## src/rtl/cap_pkg.sv

```systemverilog
package cap_pkg;
  typedef enum logic [2:0] {
    ST_IDLE  = 3'd0,
    ST_FILL  = 3'd1,
    ST_ARMED = 3'd2,
    ST_POST  = 3'd3,
    ST_DONE  = 3'd4
  } cap_state_e;
endpackage

```

## src/rtl/cap_mem.sv

```systemverilog
module cap_mem #(
  parameter int W     = 8,
  parameter int DEPTH = 16,
  parameter int AW    = $clog2(DEPTH)
) (
  input  logic          clk,
  input  logic          we,
  input  logic [AW-1:0] waddr,
  input  logic [W-1:0]  wdata,
  input  logic          re,
  input  logic [AW-1:0] raddr,
  output logic [W-1:0]  rdata
);
  logic [W-1:0] store [DEPTH];

  always_ff @(posedge clk) begin
    if (we) store[waddr] <= wdata;
  end

  always_ff @(posedge clk) begin
    if (re) rdata <= store[raddr];
  end
endmodule

```

## src/rtl/cap_ctrl.sv

```systemverilog
module cap_ctrl
  import cap_pkg::*;
#(
  parameter int DEPTH = 16,
  parameter int AW    = $clog2(DEPTH)
) (
  input  logic          clk,
  input  logic          rst_n,
  input  logic          arm_i,
  input  logic          trig_i,
  input  logic          single_i,
  input  logic [AW-1:0] pre_i,
  input  logic          rd_last_i,
  output cap_state_e    state_o,
  output logic          we_o,
  output logic [AW-1:0] wptr_o,
  output logic [AW-1:0] taddr_o
);
  localparam logic [AW:0] DEPTH_C = DEPTH[AW:0];
  localparam logic [AW:0] ONE_C   = {{AW{1'b0}}, 1'b1};

  cap_state_e  state_q, state_n;
  logic [AW:0] cnt_q, cnt_n, pre_q, pre_n, post_len;
  logic [AW-1:0] wptr_q, wptr_n, taddr_q;
  logic        taddr_en, restart;

  assign post_len = DEPTH_C - pre_q;
  assign we_o     = (state_q == ST_FILL) || (state_q == ST_ARMED) || (state_q == ST_POST);
  assign restart  = ((state_q == ST_IDLE) && arm_i) ||
                    ((state_q == ST_DONE) && (arm_i || (!single_i && rd_last_i)));

  always_comb begin
    state_n  = state_q;
    cnt_n    = cnt_q;
    pre_n    = pre_q;
    wptr_n   = wptr_q;
    taddr_en = 1'b0;
    if (we_o) wptr_n = wptr_q + 1'b1;
    case (state_q)
      ST_FILL: begin
        cnt_n = cnt_q + 1'b1;
        if (cnt_n == pre_q) state_n = ST_ARMED;
      end
      ST_ARMED: begin
        if (trig_i) begin
          taddr_en = 1'b1;
          cnt_n    = ONE_C;
          state_n  = (post_len == ONE_C) ? ST_DONE : ST_POST;
        end
      end
      ST_POST: begin
        cnt_n = cnt_q + 1'b1;
        if (cnt_n == post_len) state_n = ST_DONE;
      end
      ST_IDLE, ST_DONE: ;
      default: state_n = ST_IDLE;
    endcase
    if (restart) begin
      pre_n   = {1'b0, pre_i};
      cnt_n   = '0;
      wptr_n  = '0;
      state_n = (pre_i == '0) ? ST_ARMED : ST_FILL;
    end
  end

  always_ff @(posedge clk or negedge rst_n) begin
    if (!rst_n) begin
      state_q <= ST_IDLE;
      cnt_q   <= '0;
      pre_q   <= '0;
      wptr_q  <= '0;
    end else begin
      state_q <= state_n;
      cnt_q   <= cnt_n;
      pre_q   <= pre_n;
      wptr_q  <= wptr_n;
    end
  end

  always_ff @(posedge clk or negedge rst_n) begin
    if (!rst_n)        taddr_q <= '0;
    else if (taddr_en) taddr_q <= wptr_q;
  end

  assign state_o = state_q;
  assign wptr_o  = wptr_q;
  assign taddr_o = taddr_q;
endmodule

```

## src/rtl/cap_reader.sv

```systemverilog
module cap_reader #(
  parameter int DEPTH = 16,
  parameter int AW    = $clog2(DEPTH)
) (
  input  logic          clk,
  input  logic          rst_n,
  input  logic          frozen_i,
  input  logic          rd_en_i,
  input  logic [AW-1:0] base_i,
  output logic          re_o,
  output logic [AW-1:0] raddr_o,
  output logic          last_o,
  output logic          valid_o
);
  localparam logic [AW:0] DEPTH_C = DEPTH[AW:0];
  localparam logic [AW:0] LAST_C  = DEPTH_C - 1'b1;

  logic [AW:0] idx_q, idx_n;
  logic        valid_q;

  assign re_o    = frozen_i && rd_en_i && (idx_q != DEPTH_C);
  assign raddr_o = base_i + idx_q[AW-1:0];
  assign last_o  = re_o && (idx_q == LAST_C);

  always_comb begin
    idx_n = idx_q;
    if (!frozen_i)  idx_n = '0;
    else if (re_o)  idx_n = idx_q + 1'b1;
  end

  always_ff @(posedge clk or negedge rst_n) begin
    if (!rst_n) begin
      idx_q   <= '0;
      valid_q <= 1'b0;
    end else begin
      idx_q   <= idx_n;
      valid_q <= re_o;
    end
  end

  assign valid_o = valid_q;
endmodule

```

## src/rtl/cap_buffer.sv

```systemverilog
module cap_buffer
  import cap_pkg::*;
#(
  parameter  int CH_W  = 8,
  parameter  int DEPTH = 16,
  localparam int AW    = $clog2(DEPTH)
) (
  input  logic            clk,
  input  logic            rst_n,
  input  logic [CH_W-1:0] smp_i,
  input  logic            arm_i,
  input  logic            trig_i,
  input  logic            single_i,
  input  logic [AW-1:0]   pre_i,
  input  logic            rd_en_i,
  output logic [CH_W-1:0] rd_data_o,
  output logic            rd_valid_o,
  output logic            done_o,
  output logic [2:0]      status_o,
  output logic [AW-1:0]   trig_addr_o
);
  logic [1:0]    rst_sync_q;
  logic          rst_ns;
  cap_state_e    state;
  logic          wr_en, rd_re, rd_last;
  logic [AW-1:0] wr_ptr, rd_addr;

  always_ff @(posedge clk or negedge rst_n) begin
    if (!rst_n) rst_sync_q <= 2'b00;
    else        rst_sync_q <= {rst_sync_q[0], 1'b1};
  end
  assign rst_ns = rst_sync_q[1];

  cap_ctrl #(.DEPTH(DEPTH), .AW(AW)) u_ctrl (
    .clk(clk), .rst_n(rst_ns), .arm_i(arm_i), .trig_i(trig_i),
    .single_i(single_i), .pre_i(pre_i), .rd_last_i(rd_last),
    .state_o(state), .we_o(wr_en), .wptr_o(wr_ptr), .taddr_o(trig_addr_o)
  );

  cap_reader #(.DEPTH(DEPTH), .AW(AW)) u_reader (
    .clk(clk), .rst_n(rst_ns), .frozen_i(done_o), .rd_en_i(rd_en_i),
    .base_i(wr_ptr), .re_o(rd_re), .raddr_o(rd_addr), .last_o(rd_last),
    .valid_o(rd_valid_o)
  );

  cap_mem #(.W(CH_W), .DEPTH(DEPTH), .AW(AW)) u_mem (
    .clk(clk), .we(wr_en), .waddr(wr_ptr), .wdata(smp_i),
    .re(rd_re), .raddr(rd_addr), .rdata(rd_data_o)
  );

  assign done_o   = (state == ST_DONE);
  assign status_o = state;
endmodule

```

## config.mk

```make
export PLATFORM = sky130hd
export DESIGN_NAME = cap_buffer
export DESIGN_NICKNAME = d
export VERILOG_FILES = /design/src/rtl/cap_pkg.sv /design/src/rtl/cap_mem.sv /design/src/rtl/cap_ctrl.sv /design/src/rtl/cap_reader.sv /design/src/rtl/cap_buffer.sv
export SDC_FILE = /design/constraint.sdc
export NUM_CORES = 1
export LEC_CHECK = 0
export BUFFER_PORTS_ARGS = -buffer_cell sky130_fd_sc_hd__buf_2
export CAP_MARGIN = 20
export CORE_AREA = 2 2 155 157
export CTS_BUF_LIST = sky130_fd_sc_hd__clkbuf_16
export CTS_CLUSTER_DIAMETER = 80
export CTS_CLUSTER_SIZE = 16
export DETAILED_ROUTE_END_ITERATION = 10
export DIE_AREA = 0 0 157 159
export MAX_ROUTING_LAYER = met4
export PLACE_DENSITY = 0.55
export SETUP_SLACK_MARGIN = 0.15
export SLEW_MARGIN = 5
export SYNTH_ARGS = -nofsm -noshare
export SYNTH_HDL_FRONTEND = slang
export SYNTH_SLANG_ARGS = --single-unit
```

## constraint.sdc

```tcl
create_clock -name clk -period 1.5 [get_ports clk]
set_clock_uncertainty 0.2 [all_clocks]
set_input_delay 0.225 -clock clk [delete_from_list [all_inputs] [get_ports clk]]
set_output_delay 0.225 -clock clk [all_outputs]
set_load 0.03 [all_outputs]
```

==> run_results.csv <==
group,metric,value,unit
drt,vias,4090,
synthesis,ys_seq_area_frac,0.691,
worst_setup_path,slowest_stage,"fa_2",
worst_setup_path,worstPathRequired,1470,ps
pwr,switching_share,0.337,
global_route,grt_first_pass_wirelength,25.1,mm
layout,area_growth,44.7,%
worst_setup_path,crit_path_end_kind,"flip-flop",
pwr,switchingPower,0.00683,W
die,io_pins,35,
sta,timing.setup.tns,-57840,ps
die,start_util,0.299,
sta,setup_viol,173,
layout,n_fill_cell,2073,
synthesis,ys.flop_type,"edfxtp_1",
synthesis,syn_area,6930,um2
worst_setup_path,startpoint_type,"flip-flop",
synthesis,ys_seq_elements,164,
synthesis,ys_async_sr_fraction,0.171,
clock_network,clk_pin_slew_worst_paths,70,ps
pwr,clkPwrFrac,0.221,
synthesis,synth_edf_count,136,
synthesis,ys_top_cells_by_count,"edfxtp_1, mux4_2, dfrtp_1",
die,rows,56,
sta,max_freq,391,MHz
synthesis,synthCells,402,
sta,setup_ws,-1060,ps
die,fp.dieArea,25000,um2
synthesis,avgSynthCellArea,17.2,um2
pwr,ir_drop,1.14,mV
global_route,grt_start_max_net_pins,27,
drt,dr.pass1.iters,4,
drt,post_drt_wl_per_cell,17.7,um
pwr,p_leak,3.65,nW
global_route,grt_usage,0.138,
synthesis,synth_top_area_frac,0.589,
sta,hold_violations,0,
die,die_h,159,um
placed_design,dpl.cell_count,832,
layout,regArea,4790,um2
clock_network,clock-sinks,164,
clock_network,cts_buffers,17,
layout,drive_gt1_frac,0.527,
placed_design,io_buffer_count,34,
worst_setup_path,worstPathCellList,"ha_2 > inv_2 > fa_2 > buf_4 > buf_4 > mux4_2 > nor2b_1 > a211oi_2 > a21oi_2",
clock_network,clk_path_buf_depth,2,
clock_network,clk_latency,420,ps
layout,stdcell_count,901,
placed_design,routabilityCongestion,0.767,
layout,diodes,0,
drt,drt_wl_total,16.0,mm
clock_network,root_buffer,"clkbuf_16",
pwr,seqPwrFrac,0.311,
worst_setup_path,crit_fanout,5,
outcome,status,"complete, but fails checks",
worst_setup_path,cp.arrival,2530,ps
run,drv_cap,0,
global_route,overflow,0,
pwr,p_int,0.0134,W
worst_setup_path,cpMostUsedCell,"buf_4",
sta,period_share,1.70,
pwr,comb_power_share,0.468,
sta,final.min_clock_period,2560,ps
worst_setup_path,slowest_delay,600,ps
worst_hold_path,holdCritPathClass,"flip-flop to async pin",
drt,drcViolationCount,0,
drt,via_per_inst,4.54,
sta,final-max-slew-violation-count,0,
global_route,grt_antenna_before_repair,0,
die,die_w,157,um
clock_network,tritoncts,"built",
die,core,23200,um2
outcome,violations,"setup timing",
layout,multi_input_area,2530,um2
synthesis,synth.area.top_cells,"edfxtp_1, mux4_2, dfrtp_1, ha_1, mux2i_1",
clock_network,htree_levels,4,
synthesis,synth_top_cell_by_area,"edfxtp_1",
drt,dr.first_iter.drc_count,214,
synthesis,synthesis.nets,434,
layout,nets,601,
sta,hold_ws,45.3,ps
worst_setup_path,worstSetupPathType,"flip-flop to flip-flop",
synthesis,yosys_warnings,0,
synthesis,synth.most_common_cell,"edfxtp_1",
synthesis,ys_types,47,
sta,rsz0062_at_grt,"true",
placed_design,hpwl,11.0,mm
pwr,powerDensity,2020,nW/um2
drt,antenna_left,0,
global_route,grt_pass1_vias,4589,
-- worst max-delay path: cells and delay by family (launching register included) --
kind / cells / cell delay [ps]
AO/OA/AOI/OAI: 2 / 260
multiplexers: 1 / 260
AND/OR/NAND/NOR: 1 / 160
buffers and inverters: 3 / 280
adder cells (fa/ha/maj): 2 / 790
flip-flops: 1 / 360
-- power by group through the flow --
stage | combinational (W) | sequential, W | clock, W
3_3_place_gp | 0.00792 | 0.00633 | 0
3_5_place_dp | 0.00806 | 0.00637 | 0
5_1_grt | 0.0102 | 0.00638 | 0.00478
6_report | 0.00947 | 0.00630 | 0.00449
2_1_floorplan | 0.00480 | 0.00655 | 0
4_1_cts | 0.00898 | 0.00630 | 0.00460
-- area by class of cell --
type,instances,share of cell area
Clock buffer,17,0.0424
Clock inverter,15,0.0197
Inverter,16,0.00761
Multi-Input combinational cell,206,0.252
Sequential cell,164,0.478
Tap cell,319,0.0398
Timing Repair Buffer,164,0.161
-- registers in the layout (all words and copies together) (netlist names) --
| signal | count |
|---|---|
| rst_sync_q | 2 |
| u_ctrl.cnt_q | 5 |
| u_ctrl.pre_q | 4 |
| u_ctrl.state_o | 3 |
| u_ctrl.taddr_o | 4 |
| u_ctrl.wptr_o | 4 |
| u_mem.rdata | 8 |
| u_mem.store | 128 |
| u_reader.idx_q | 5 |
| u_reader.valid_o | 1 |
-- cells by family after synthesis --
group                      count (synthesis)  share of synthesized area
AOI/OAI and AO/OA                         46                     0.0473
xor gates and xnor gates                  18                     0.0249
adders and majority gates                 14                     0.0264
buffers and inverters                     32                     0.0202
DFF                                      164                      0.691
muxes                                     49                      0.131
other                                      1                   0.000541
and+or+nand+nor                           78                     0.0594
-- layout by cell type (no fill, tap or decap), types with 5 or more instances in the layout --
cell and n:
buf_12 16, nor2_4 9, edfxtp_1 136, buf_2 17
ha_4 6, inv_6 6, dlygate4sd3_1 14, clkinv_8 5
dfrtp_1 25, mux4_2 32, buf_6 42, xnor2_1 6
mux2_4 6, inv_1 7, nor2_1 12, buf_4 71
xor2_1 6, a21oi_1 11, and2_4 9, nor2b_1 8
mux2i_1 6, clkbuf_16 17, a211oi_2 5, ha_1 5
-- worst paths after layout --
path,start,to,slack [ps],cells past startpoint
setup reg to reg,u_reader.idx_q[0]$_DFFE_PN0P_,u_mem.rdata[5]$_DFFE_PP_,-1060,9
setup / recovery,u_reader.idx_q[0]$_DFFE_PN0P_,u_mem.rdata[5]$_DFFE_PP_,-1060,9
hold / removal,rst_sync_q[1]$_DFF_PN0_,u_ctrl.cnt_q[0]$_DFFE_PN0P_,50,1
hold reg to reg,rst_sync_q[1]$_DFF_PN0_,u_ctrl.cnt_q[0]$_DFFE_PN0P_,50,1
min in group clk,trig_i,u_ctrl.state_o[0]$_DFFE_PN0P_,60,3
max in group asynchronous,rst_n,rst_sync_q[1]$_DFF_PN0_,540,3
-- per-stage QoR --
step / worst slack [ps] / power (W) / util / cell area, um2
final: -1060 / 0.0203 / 0.432 / 10000
after global routing: -1180 / 0.0214 / 0.432 / 10000
after floorplan: -1000 / 0.0113 / - / 7270
after detailed placement: -1210 / 0.0144 / 0.370 / 8590
after CTS: -1060 / 0.0199 / 0.420 / 9750
after global placement: -1190 / 0.0143 / 0.370 / 8590
-- repair_timing --
action | in CTS | in global routing
hold buffers | 14 | 0
hold endpoints to repair | 134 | 0
pin swaps | 16 | 15
setup buffers | 14 | 9
setup endpoints to repair | 187 | 186
resized for setup | 82 | 44
-- routing by layer --
metal / part of all wire / global-route usage / vias up / wire (um)
met4: 0.010 / 0.0400 / 0 / 167
met1: 0.42 / 0.167 / 2114 / 6750
met3: 0.035 / 0.0310 / 13 / 561
li1: - / - / 1901 / -
met2: 0.53 / 0.232 / 62 / 8490
met5: 0 / - / - / 0
Note: power is estimated with default switching activity, not from simulation.
